`src/rtl/evict_pkg.sv`:
```
package evict_pkg;

  localparam int WAY_CNT = 4;
  localparam int WAY_W   = 2;

  typedef logic [WAY_W-1:0] way_idx_t;

  // root: 0 selects pair {0,1}, 1 selects pair {2,3}
  // lo:   0 selects way 0, 1 selects way 1
  // hi:   0 selects way 2, 1 selects way 3
  typedef struct packed {
    logic root;
    logic lo;
    logic hi;
  } plru_t;

  // Point the path of a touched way away from it.
  function automatic plru_t plru_touch(plru_t cur, way_idx_t w);
    plru_t nxt;
    nxt      = cur;
    nxt.root = ~w[1];
    if (!w[1]) nxt.lo = ~w[0];
    else       nxt.hi = ~w[0];
    return nxt;
  endfunction

endpackage

```
`src/rtl/evict_rst_sync.sv`:
```
module evict_rst_sync (
  input  logic clk,
  input  logic rst_n,
  output logic rst_sync_n
);

  logic [1:0] stage_q;

  always_ff @(posedge clk or negedge rst_n) begin
    if (!rst_n) stage_q <= 2'b00;
    else        stage_q <= {stage_q[0], 1'b1};
  end

  assign rst_sync_n = stage_q[1];

endmodule

```
`src/rtl/evict_valid_bank.sv`:
```
module evict_valid_bank
  import evict_pkg::*;
#(
  parameter int SET_W = 4
) (
  input  logic               clk,
  input  logic               rst_n,
  input  logic               flush_i,
  input  logic               fill_en_i,
  input  logic [SET_W-1:0]   fill_set_i,
  input  way_idx_t           fill_way_i,
  input  logic               inv_en_i,
  input  logic [SET_W-1:0]   inv_set_i,
  input  way_idx_t           inv_way_i,
  input  logic [SET_W-1:0]   rd_set_i,
  output logic [WAY_CNT-1:0] rd_valid_o
);

  localparam int SETS = 1 << SET_W;

  logic [SETS-1:0][WAY_CNT-1:0] valid_q;

  for (genvar s = 0; s < SETS; s++) begin : g_set
    logic [WAY_CNT-1:0] valid_d;
    logic               hit_fill;
    logic               hit_inv;
    logic               upd_en;

    assign hit_fill = fill_en_i && (fill_set_i == SET_W'(s));
    assign hit_inv  = inv_en_i  && (inv_set_i  == SET_W'(s));
    assign upd_en   = flush_i || hit_fill || hit_inv;

    always_comb begin
      valid_d = valid_q[s];
      if (flush_i) begin
        valid_d = '0;
      end else begin
        if (hit_fill) valid_d[fill_way_i] = 1'b1;
        if (hit_inv)  valid_d[inv_way_i]  = 1'b0;
      end
    end

    always_ff @(posedge clk or negedge rst_n) begin
      if (!rst_n)      valid_q[s] <= '0;
      else if (upd_en) valid_q[s] <= valid_d;
    end
  end

  assign rd_valid_o = valid_q[rd_set_i];

endmodule

```
`src/rtl/evict_plru_bank.sv`:
```
module evict_plru_bank
  import evict_pkg::*;
#(
  parameter int SET_W = 4
) (
  input  logic             clk,
  input  logic             rst_n,
  input  logic             flush_i,
  input  logic             hit_en_i,
  input  logic [SET_W-1:0] hit_set_i,
  input  way_idx_t         hit_way_i,
  input  logic             fill_en_i,
  input  logic [SET_W-1:0] fill_set_i,
  input  way_idx_t         fill_way_i,
  input  logic [SET_W-1:0] rd_set_i,
  output plru_t            rd_tree_o
);

  localparam int SETS = 1 << SET_W;

  plru_t tree_q [SETS];

  for (genvar s = 0; s < SETS; s++) begin : g_set
    plru_t tree_d;
    logic  sel_hit;
    logic  sel_fill;
    logic  upd_en;

    assign sel_hit  = hit_en_i  && (hit_set_i  == SET_W'(s));
    assign sel_fill = fill_en_i && (fill_set_i == SET_W'(s));
    assign upd_en   = flush_i || sel_hit || sel_fill;

    always_comb begin
      tree_d = tree_q[s];
      if (flush_i) begin
        tree_d = '0;
      end else begin
        if (sel_hit)  tree_d = plru_touch(tree_d, hit_way_i);
        if (sel_fill) tree_d = plru_touch(tree_d, fill_way_i);
      end
    end

    always_ff @(posedge clk or negedge rst_n) begin
      if (!rst_n)      tree_q[s] <= '0;
      else if (upd_en) tree_q[s] <= tree_d;
    end
  end

  assign rd_tree_o = tree_q[rd_set_i];

endmodule

```
`src/rtl/evict_way_pick.sv`:
```
module evict_way_pick
  import evict_pkg::*;
(
  input  logic [WAY_CNT-1:0] valid_i,
  input  plru_t              tree_i,
  output way_idx_t           way_o
);

  way_idx_t tree_way;

  always_comb begin
    if (!tree_i.root) tree_way = tree_i.lo ? 2'd1 : 2'd0;
    else              tree_way = tree_i.hi ? 2'd3 : 2'd2;
  end

  // Scan from the top down so the lowest free way is the last assignment.
  always_comb begin
    way_o = tree_way;
    for (int i = WAY_CNT - 1; i >= 0; i--) begin
      if (!valid_i[i]) way_o = way_idx_t'(i);
    end
  end

endmodule

```
`src/rtl/way_evict_picker.sv`:
```
module way_evict_picker
  import evict_pkg::*;
#(
  parameter int SET_W = 4
) (
  input  logic             clk,
  input  logic             rst_n,
  input  logic             flush_i,
  input  logic             alloc_req_i,
  input  logic [SET_W-1:0] alloc_set_i,
  output logic [1:0]       victim_way_o,
  output logic             victim_vld_o,
  input  logic             hit_i,
  input  logic [SET_W-1:0] hit_set_i,
  input  logic [1:0]       hit_way_i,
  input  logic             fill_i,
  input  logic [SET_W-1:0] fill_set_i,
  input  logic [1:0]       fill_way_i,
  input  logic             inval_i,
  input  logic [SET_W-1:0] inval_set_i,
  input  logic [1:0]       inval_way_i
);

  logic               rst_sync_n;
  logic [WAY_CNT-1:0] rd_valid;
  plru_t              rd_tree;
  way_idx_t           pick_way;

  evict_rst_sync u_rst (
    .clk        (clk),
    .rst_n      (rst_n),
    .rst_sync_n (rst_sync_n)
  );

  evict_valid_bank #(.SET_W(SET_W)) u_valid (
    .clk        (clk),
    .rst_n      (rst_sync_n),
    .flush_i    (flush_i),
    .fill_en_i  (fill_i),
    .fill_set_i (fill_set_i),
    .fill_way_i (fill_way_i),
    .inv_en_i   (inval_i),
    .inv_set_i  (inval_set_i),
    .inv_way_i  (inval_way_i),
    .rd_set_i   (alloc_set_i),
    .rd_valid_o (rd_valid)
  );

  evict_plru_bank #(.SET_W(SET_W)) u_plru (
    .clk        (clk),
    .rst_n      (rst_sync_n),
    .flush_i    (flush_i),
    .hit_en_i   (hit_i),
    .hit_set_i  (hit_set_i),
    .hit_way_i  (hit_way_i),
    .fill_en_i  (fill_i),
    .fill_set_i (fill_set_i),
    .fill_way_i (fill_way_i),
    .rd_set_i   (alloc_set_i),
    .rd_tree_o  (rd_tree)
  );

  evict_way_pick u_pick (
    .valid_i (rd_valid),
    .tree_i  (rd_tree),
    .way_o   (pick_way)
  );

  assign victim_vld_o = alloc_req_i;
  assign victim_way_o = alloc_req_i ? pick_way : 2'd0;

endmodule


```
`config.mk`:
```
export PLATFORM = sky130hd
export DESIGN_NAME = way_evict_picker
export DESIGN_NICKNAME = d
export VERILOG_FILES = /design/src/rtl/evict_pkg.sv /design/src/rtl/evict_rst_sync.sv /design/src/rtl/evict_valid_bank.sv /design/src/rtl/evict_plru_bank.sv /design/src/rtl/evict_way_pick.sv /design/src/rtl/way_evict_picker.sv
export SDC_FILE = /design/constraint.sdc
export NUM_CORES = 1
export LEC_CHECK = 0
export ABC_AREA = 1
export BUFFER_PORTS_ARGS = -buffer_cell sky130_fd_sc_hd__buf_2
export CORE_MARGIN = 3
export CORE_UTILIZATION = 41
export DETAILED_ROUTE_END_ITERATION = 16
export PLACE_DENSITY = 0.65
export SLEW_MARGIN = 5
export SYNTH_ARGS = -nofsm -noshare
export SYNTH_HDL_FRONTEND = slang
export SYNTH_SLANG_ARGS = --single-unit
```
`constraint.sdc`:
```
create_clock -name clk -period 7.3 [get_ports clk]
set_clock_uncertainty 0.1 [all_clocks]
set_input_delay 0.365 -clock clk [delete_from_list [all_inputs] [get_ports clk]]
set_output_delay 0.365 -clock clk [all_outputs]
set_load 0.03 [all_outputs]
```
==> metrics.md, run 1 <==
| Metric | Value |
|---|---|
| Status | complete, no violations |
| Storage element area | between 0.002 and 0.003 mm² |
| Post-Syn Nets | ~1000 |
| Vias in the first global route | roughly 6700 |
| Clk buf depth | 2 |
| CTS buffer count | 17 |
| CTS Root Cell | clkbuf_16 |
| Critical path fanouts, max | 71 |
| Final WS setup | 4.23 ns |
| Hold Fails Final Rpt | 0 |
| R2R Path End | u_valid.valid_q[40] |
| Num rows | between 40 and 50 |
| Top-area cell type share of the netlist area | around two fifths |
| Sequential-to-total area share from yosys stat | 40.2% |
| Hpwl dp | 15.2 mm |
| CP endpoint kind | output pin |
| Post-Syn Area | slightly above 0.007 mm² |
| Final GP Congestion | 0.918 |
| Worst reg2reg setup slack | roughly 5.6 ns |
| Maximum vdd drop | around 0.16 mV |
| RSZ-0062 raised after global routing | false |
| I/O pin cnt | 32 |
| Area leader, netlist | dfrtp_1 |
| Die ar. | approximately 0.019 mm² |
| Antenna cells | 0 |
| Mean post-synth cell area | 7.10 µm² |
| Critical Path Start Type | input pin |
| Grt ovf | 0 |
| DRT Wirelength | between 20 and 25 mm |
| Largest net degree at the start of global routing | 75 |
| H-tree Lvls | 4 |
| Top FF cell, synth | dfrtp_1 |
| FF+latch count, synth | about 110 |
| Clk pwr share | 51.2% |
| Final Cell Area | about 0.0079 mm² |
| CTS tree | done |
| Leakage | approximately 3.5 nW |
| Synth Instances | 1000 |
| Routed length per instance | a little under 20 µm |
| Dpl ws | roughly 4.3 ns |
| Worst-skew pair later-pin latency | around 0.43 ns |
| Post-route DRC | 0 |
| Setup_tns | 0 ns |
| Top post-synthesis cells by area | dfrtp_1, nand2_1, o21ai_0 |
| Psw | 0.465 mW |
| Clock sink count | around 110 |
| Vias/cell | slightly below 6 |
| Worst Path Required | just under 7 ns |
| First-pass DRT Iterations | 6 |
| Placed cell count | around 1200 |
| Die outline height | 138 µm |
| Routed vias | roughly 7200 |
| Syn. warnings | 0 |
| Setup violators final | 0 |
| Layout cells sized above 1 | just over 10% |
| Sw frac | ~27% |
| P_int | between 1 and 1.5 mW |
| Reg2reg start | u_rst.stage_q[1] |
| Min Tclk post-route | 3.07 ns |
| Fmax | around 0.33 GHz |
| Initial antenna violation count | 0 |
| Port bufs | 31 |
| Rel. slew slack | about a quarter |
| Iteration-0 DRC Markers | between 1000 and 1500 |
| Post-synth cell types | 40 |
| Slew @ Worst Pin | about 1.1 ns |
| Net count, final | 1032 |
| Max-Cap Viols | 0 |
| Placed cell areas | around 0.0073 mm² |
| Hold Path Class | input pin to async pin |
| Worst Reg-to-Reg Cells | 1 |
| Async SR Flop Fraction | 100% |
| Pwr/cell area | around 220 mW/mm² |
| Cells resized by post-CTS repair | 0 |
| Period utilization | around 42% |
| Crit Path Class | input pin to output pin |
| Non-Filler Instances | 1236 |
| Clock Pin Slew Worst Setup and Hold Paths | about 0.06 ns |
| Synthesis-to-layout area growth | 11.2% |
| Overall routing resource usage | 26.5% |
| Core area | 0.0168 mm² |
| First-pass GRT wire length | approximately 38 mm |
| Crit path DAT | 2.61 ns |
| Final Max Tran Viols | 0 |
| Power share of the combinational group | between 10% and 20% |
| Initial Utilization | a little over two fifths |
| Antenna Violating Nets Remaining | 0 |
| Sequential Power Share | between 30% and 40% |
| Number of fillers in the final layout | between 1500 and 2000 |
| Die Width | ~140 µm |
| Multi-input gate area | approximately 0.0035 mm² |
| Post-synth EDFFs | 0 |
worst max path at each step:
stage          cells past startpoint               end  slack, ns        startpoint
2_1_floorplan                      0  u_plru.tree_q[0]       3.79  u_rst.stage_q[1]
3_3_place_gp                      13   victim_way_o[0]       4.34    alloc_set_i[0]
3_5_place_dp                      13   victim_way_o[0]       4.30    alloc_set_i[0]
4_1_cts                           13   victim_way_o[0]       4.28    alloc_set_i[0]
5_1_grt                           13   victim_way_o[0]       4.03    alloc_set_i[0]
6_report                          13   victim_way_o[0]       4.23    alloc_set_i[0]
power groups by stage:
stage	sequential, mW	combinational (mW)	clock [mW]
floorplan	0.665	0.129	0
global placement	0.666	0.184	0
detailed placement	0.666	0.185	0
CTS	0.655	0.186	0.890
global route	0.656	0.208	0.926
finish	0.654	0.190	0.887
timing repair:
action | in CTS | in global routing
hold endpoints to repair | 2 | 0
hold buffers | 1 | 0
setup buffers | 0 | 0
setup endpoints to repair | 0 | 0
registers in the layout, indices dropped and copies added (netlist names):
signal and flops:
u_valid.valid_q 64, u_plru.tree_q 48, u_rst.stage_q 2
layout by cell type, fill, tap and decap left out, types with 2 or more instances in the layout:
master      instances
nand2_1           187
nor2_1            142
o21ai_0           128
dfrtp_1           113
inv_1              95
nand3_1            85
a21oi_1            75
buf_2              31
o22ai_1            25
clkbuf_16          17
nor2_4             15
o211ai_1           12
inv_2              11
a32oi_1             8
o21ai_1             7
nand4_1             7
buf_4               6
nor3_1              4
o41ai_1             4
a31oi_1             4
bufinv_16           4
clkbuf_1            4
nor2_2              3
clkinv_2            3
nand3_4             2
clkinv_1            2
a211oi_1            2
clkinvlp_4          2
worst max-delay path, cell delays in order:
cell	delay, ns
buf_2	0.07
buf_4	0.54
inv_4	0.34
nand2_1	0.15
nand3_1	0.08
nand3_1	0.11
nand3_1	0.10
nand2_1	0.11
nand2_1	0.08
a21oi_1	0.14
nor2_1	0.05
nor2_1	0.16
buf_2	0.23
final cells by class:
type	count	area share [%]
clock buffers	22	5.75
clock inverters	10	2.01
inverters	109	5.22
multi-input cells	723	44.7
flip-flops and latches	114	36.2
well taps	220	3.49
repair buffers	38	2.66
routing by layer:
layer | vias up | track usage, % | part of all wire [%]
met5 | - | 0 | 0
met4 | 0 | 9.76 | 3.1
met3 | 67 | 6.03 | 9.4
met2 | 388 | 40.2 | 45
met1 | 3406 | 37.1 | 42
li1 | 3343 | - | -
logic make-up (layout without fill, tap and decap cells):
family	after synthesis	in the layout	share of synthesized area, %
AOI/OAI and AO/OA	272	272	21.3
DFF	114	114	40.2
buffers and inverters	163	179	10.1
other	1	1	0.0528
and+or+nand+nor	450	450	28.4
Yosys cell counts, drive strengths merged, types with 7 or more instances:
master	count
inv	108
o211ai	12
o22ai	26
a32oi	8
o21ai	135
nand3	87
nand4	7
nor2	161
a21oi	76
buf	31
nand2	188
clkbuf	23
dfrtp	114
metrics by stage:
step | power (mW) | utilization [%] | hold WS [ns]
final | 1.73 | 47.1 | 0.142
after global routing | 1.79 | 47.1 | 0.146
after CTS | 1.73 | 47.1 | 0.142
after detailed placement | 0.850 | 43.4 | 0.0519
after global placement | 0.849 | 43.4 | 0.0512
after floorplan | 0.794 | - | -0.0306
No activity file was read; power rests on OpenSTA's default activity.
==> run 2: changes to the inputs <==
==> constraint.sdc (replaced) <==
create_clock -name clk -period 3.2 [get_ports clk]
set_clock_uncertainty 0.1 [all_clocks]
set_input_delay 0.16 -clock clk [delete_from_list [all_inputs] [get_ports clk]]
set_output_delay 0.16 -clock clk [all_outputs]
set_load 0.03 [all_outputs]
==> metrics.md, run 2 (same netlist as run 1, synthesis figures left out) <==
| Metric | Value |
|---|---|
| Wl on met1 | 10.3 mm (+1.6%) |
| Crit path DAT | 2.31 ns (-0.30 ns) |
| Top Registers | u_valid.valid_q x64, u_plru.tree_q x48, u_rst.stage_q x2 |
| Grt ovf | 0 (unchanged) |
| Overall routing resource usage | 25.9% (-0.57 points) |
| Setup_tns | 0 ns (unchanged) |
| Biggest register | u_valid.valid_q |
| Iteration-0 DRC Markers | 891 (-12%) |
| Met3 wire len | 2.05 mm (-8.8%) |
| Min-delay src | fill_way_i[0] |
| Net count, final | 1043 (+1.1%) |
| Worst Path Required | 2.94 ns (-3.90 ns) |
| First-pass DRT Iterations | 5 (-1) |
| Final Max Tran Viols | 0 (unchanged) |
| Clock sink count | 114 (unchanged) |
| Status | complete, no violations |
| Min Tclk post-route | roughly 2.6 ns |
| Reg2reg start | u_rst.stage_q[1] |
| Antenna cells | 0 (unchanged) |
| Most frequent cells in the layout | nand2_1, nor2_1, o21ai_0, dfrtp_1, inv_1 |
| Met2 wire len | 10.6 mm (-1.3%) |
| CTS buffer count | 17 (unchanged) |
| Final GP Congestion | 0.903 (-1.7%) |
| Cells resized by post-CTS repair | 0 (unchanged) |
| Post-route DRC | 0 (unchanged) |
| Initial Utilization | 42.3% (unchanged) |
| Crit Path Class | input pin to output pin |
| Hold Path Depth | 3 |
| Largest net degree at the start of global routing | 62 (-17%) |
| Period utilization | about four fifths |
| CP endpoint kind | output pin |
| Layout cells sized above 1 | 11.1% (+0.89 points) |
| I/O pin cnt | 32 (unchanged) |
| Port bufs | 31 (unchanged) |
| Clk buf depth | 2 (unchanged) |
| First-pass GRT wire length | 37.1 mm (-2.2%) |
| Routed vias | 7149 (-0.76%) |
| Routed length per instance | 18.9 µm (-2.1%) |
| Worst-skew pair later-pin latency | 0.42 ns (about the same) |
| Endpoint, Worst Hold | u_valid.valid_q[21] |
| Maximum vdd drop | 0.362 mV (+120%) |
| Crit. Startpoint | alloc_set_i[0] |
| Core area | 0.0168 mm² (unchanged) |
| Vias in the first global route | 6697 (-0.74%) |
| Die ar. | 0.0189 mm² (unchanged) |
| Pwr/cell area | 464 mW/mm² (+110%) |
| Hold Fails Final Rpt | 0 (unchanged) |
| H-tree Lvls | 4 (unchanged) |
| CTS Root Cell | clkbuf_16 |
| Die outline height | 138 µm (unchanged) |
| Worst reg2reg setup slack | 1.93 ns (-3.65 ns) |
| Die Width | 138 µm (unchanged) |
| Num rows | 47 (unchanged) |
| DRT Wirelength | 23.5 mm (-1.4%) |
| Antenna Violating Nets Remaining | 0 (unchanged) |
| Hold Path Class | input pin to flip-flop |
| Highest routed layer | met4 |
| Slew @ Worst Pin | 0.875 ns (-0.257 ns) |
| Max-Cap Viols | 0 (unchanged) |
| Leakage | 3.56 nW (+0.96%) |
| Rel. slew slack | 41.7% (+17 points) |
| Worst Reg-to-Reg Cells | 1 (unchanged) |
| Synthesis-to-layout area growth | 11.5% |
| Hpwl dp | 16.0 mm (+5.0%) |
| Critical Path Start Type | input pin |
| Initial antenna violation count | 0 (unchanged) |
| Final hold slack | 0.0252 ns (-0.117 ns) |
| Vias/cell | 5.74 (-1.5%) |
| R2R Path End | u_plru.tree_q[18] |
| Max FFs per register | 64 (unchanged) |
| CTS tree | done |
| Critical path fanouts, max | 37 (-48%) |
| Final WS setup | 0.632 ns (-3.60 ns) |
| Setup violators final | 0 (unchanged) |
| Clock Pin Slew Worst Setup and Hold Paths | 0.05 ns (about the same) |
| Most common cell after layout, fill and taps aside | nand2_1 |
| Dpl ws | 0.682 ns (-3.61 ns) |
| Fmax | 0.389 GHz |
| RSZ-0062 raised after global routing | false |
==> run 2: cell count changes in the layout (fill, tap and decap cells not counted), sizes merged <==
cell / before / now
clkbuf: 22 / 24
buf: 37 / 47
clkinv: 6 / 8
bufinv: 4 / 0
clkinvlp: 2 / 0
dlygate4sd3: 1 / 2
==> run 2: area by class of cell <==
type                    instances  area (µm²)
well taps                     220         275
flip-flops and latches        114        2860
multi-input cells             723        3530
clock inverters                 6        30.0
repair buffers                 49         308
fillers                      1725        8850
inverters                     109         412
clock buffers                  24         502
==> run 2: per-stage QoR <==
stage / area [µm²] / power (mW) / cells / utilization [%]
final: 7910 / 3.67 / 1245 / 47.2
after global routing: 7910 / 3.81 / 1245 / 47.2
after CTS: 7910 / 3.68 / 1245 / 47.2
after detailed placement: 7360 / 1.95 / 1213 / 43.9
after global placement: 7360 / 1.95 / 1213 / 43.9
after floorplan: 7100 / 1.81 / 1000 / -
==> run 2: per-layer routing <==
layer  up-vias  track usage [%]
li1       3365                -
met1      3401             35.5
met2       341             40.1
met3        42             6.43
met4         0             8.87
met5         -                0
==> run 2: power breakdown <==
part / switching (mW) / internal [mW] / leakage [nW]
Combinational: 0.328 / 0.117 / 1.71
Clock: 0.663 / 1.07 / 0.271
Sequential: 0.0263 / 1.47 / 1.58
Total: 1.02 / 2.65 / 3.56
==> run 2: worst max path at each step <==
| stage | to | slack, ns |
|---|---|---|
| floorplan | u_plru.tree_q[0] | 1.19 |
| global placement | victim_way_o[0] | 0.72 |
| detailed placement | victim_way_o[0] | 0.68 |
| CTS | victim_way_o[0] | 0.67 |
| global route | victim_way_o[0] | 0.45 |
| finish | victim_way_o[0] | 0.63 |
==> run 2: worst max-delay path, cell delays in order <==
cell and delay (ns):
buf_2 0.51, buf_4 0.45, nand2_1 0.09, nand2_1 0.07
nand2_1 0.05, nand3_1 0.08, nand3_1 0.10, nand2_1 0.13
inv_1 0.06, a21oi_1 0.12, nor2_1 0.05, nor2_1 0.17
buf_2 0.24
==> run 2: repair_timing <==
action | in CTS | in global routing
hold buffers | 2 | 0
hold endpoints to repair | 2 | 0
setup buffers | 0 | 0
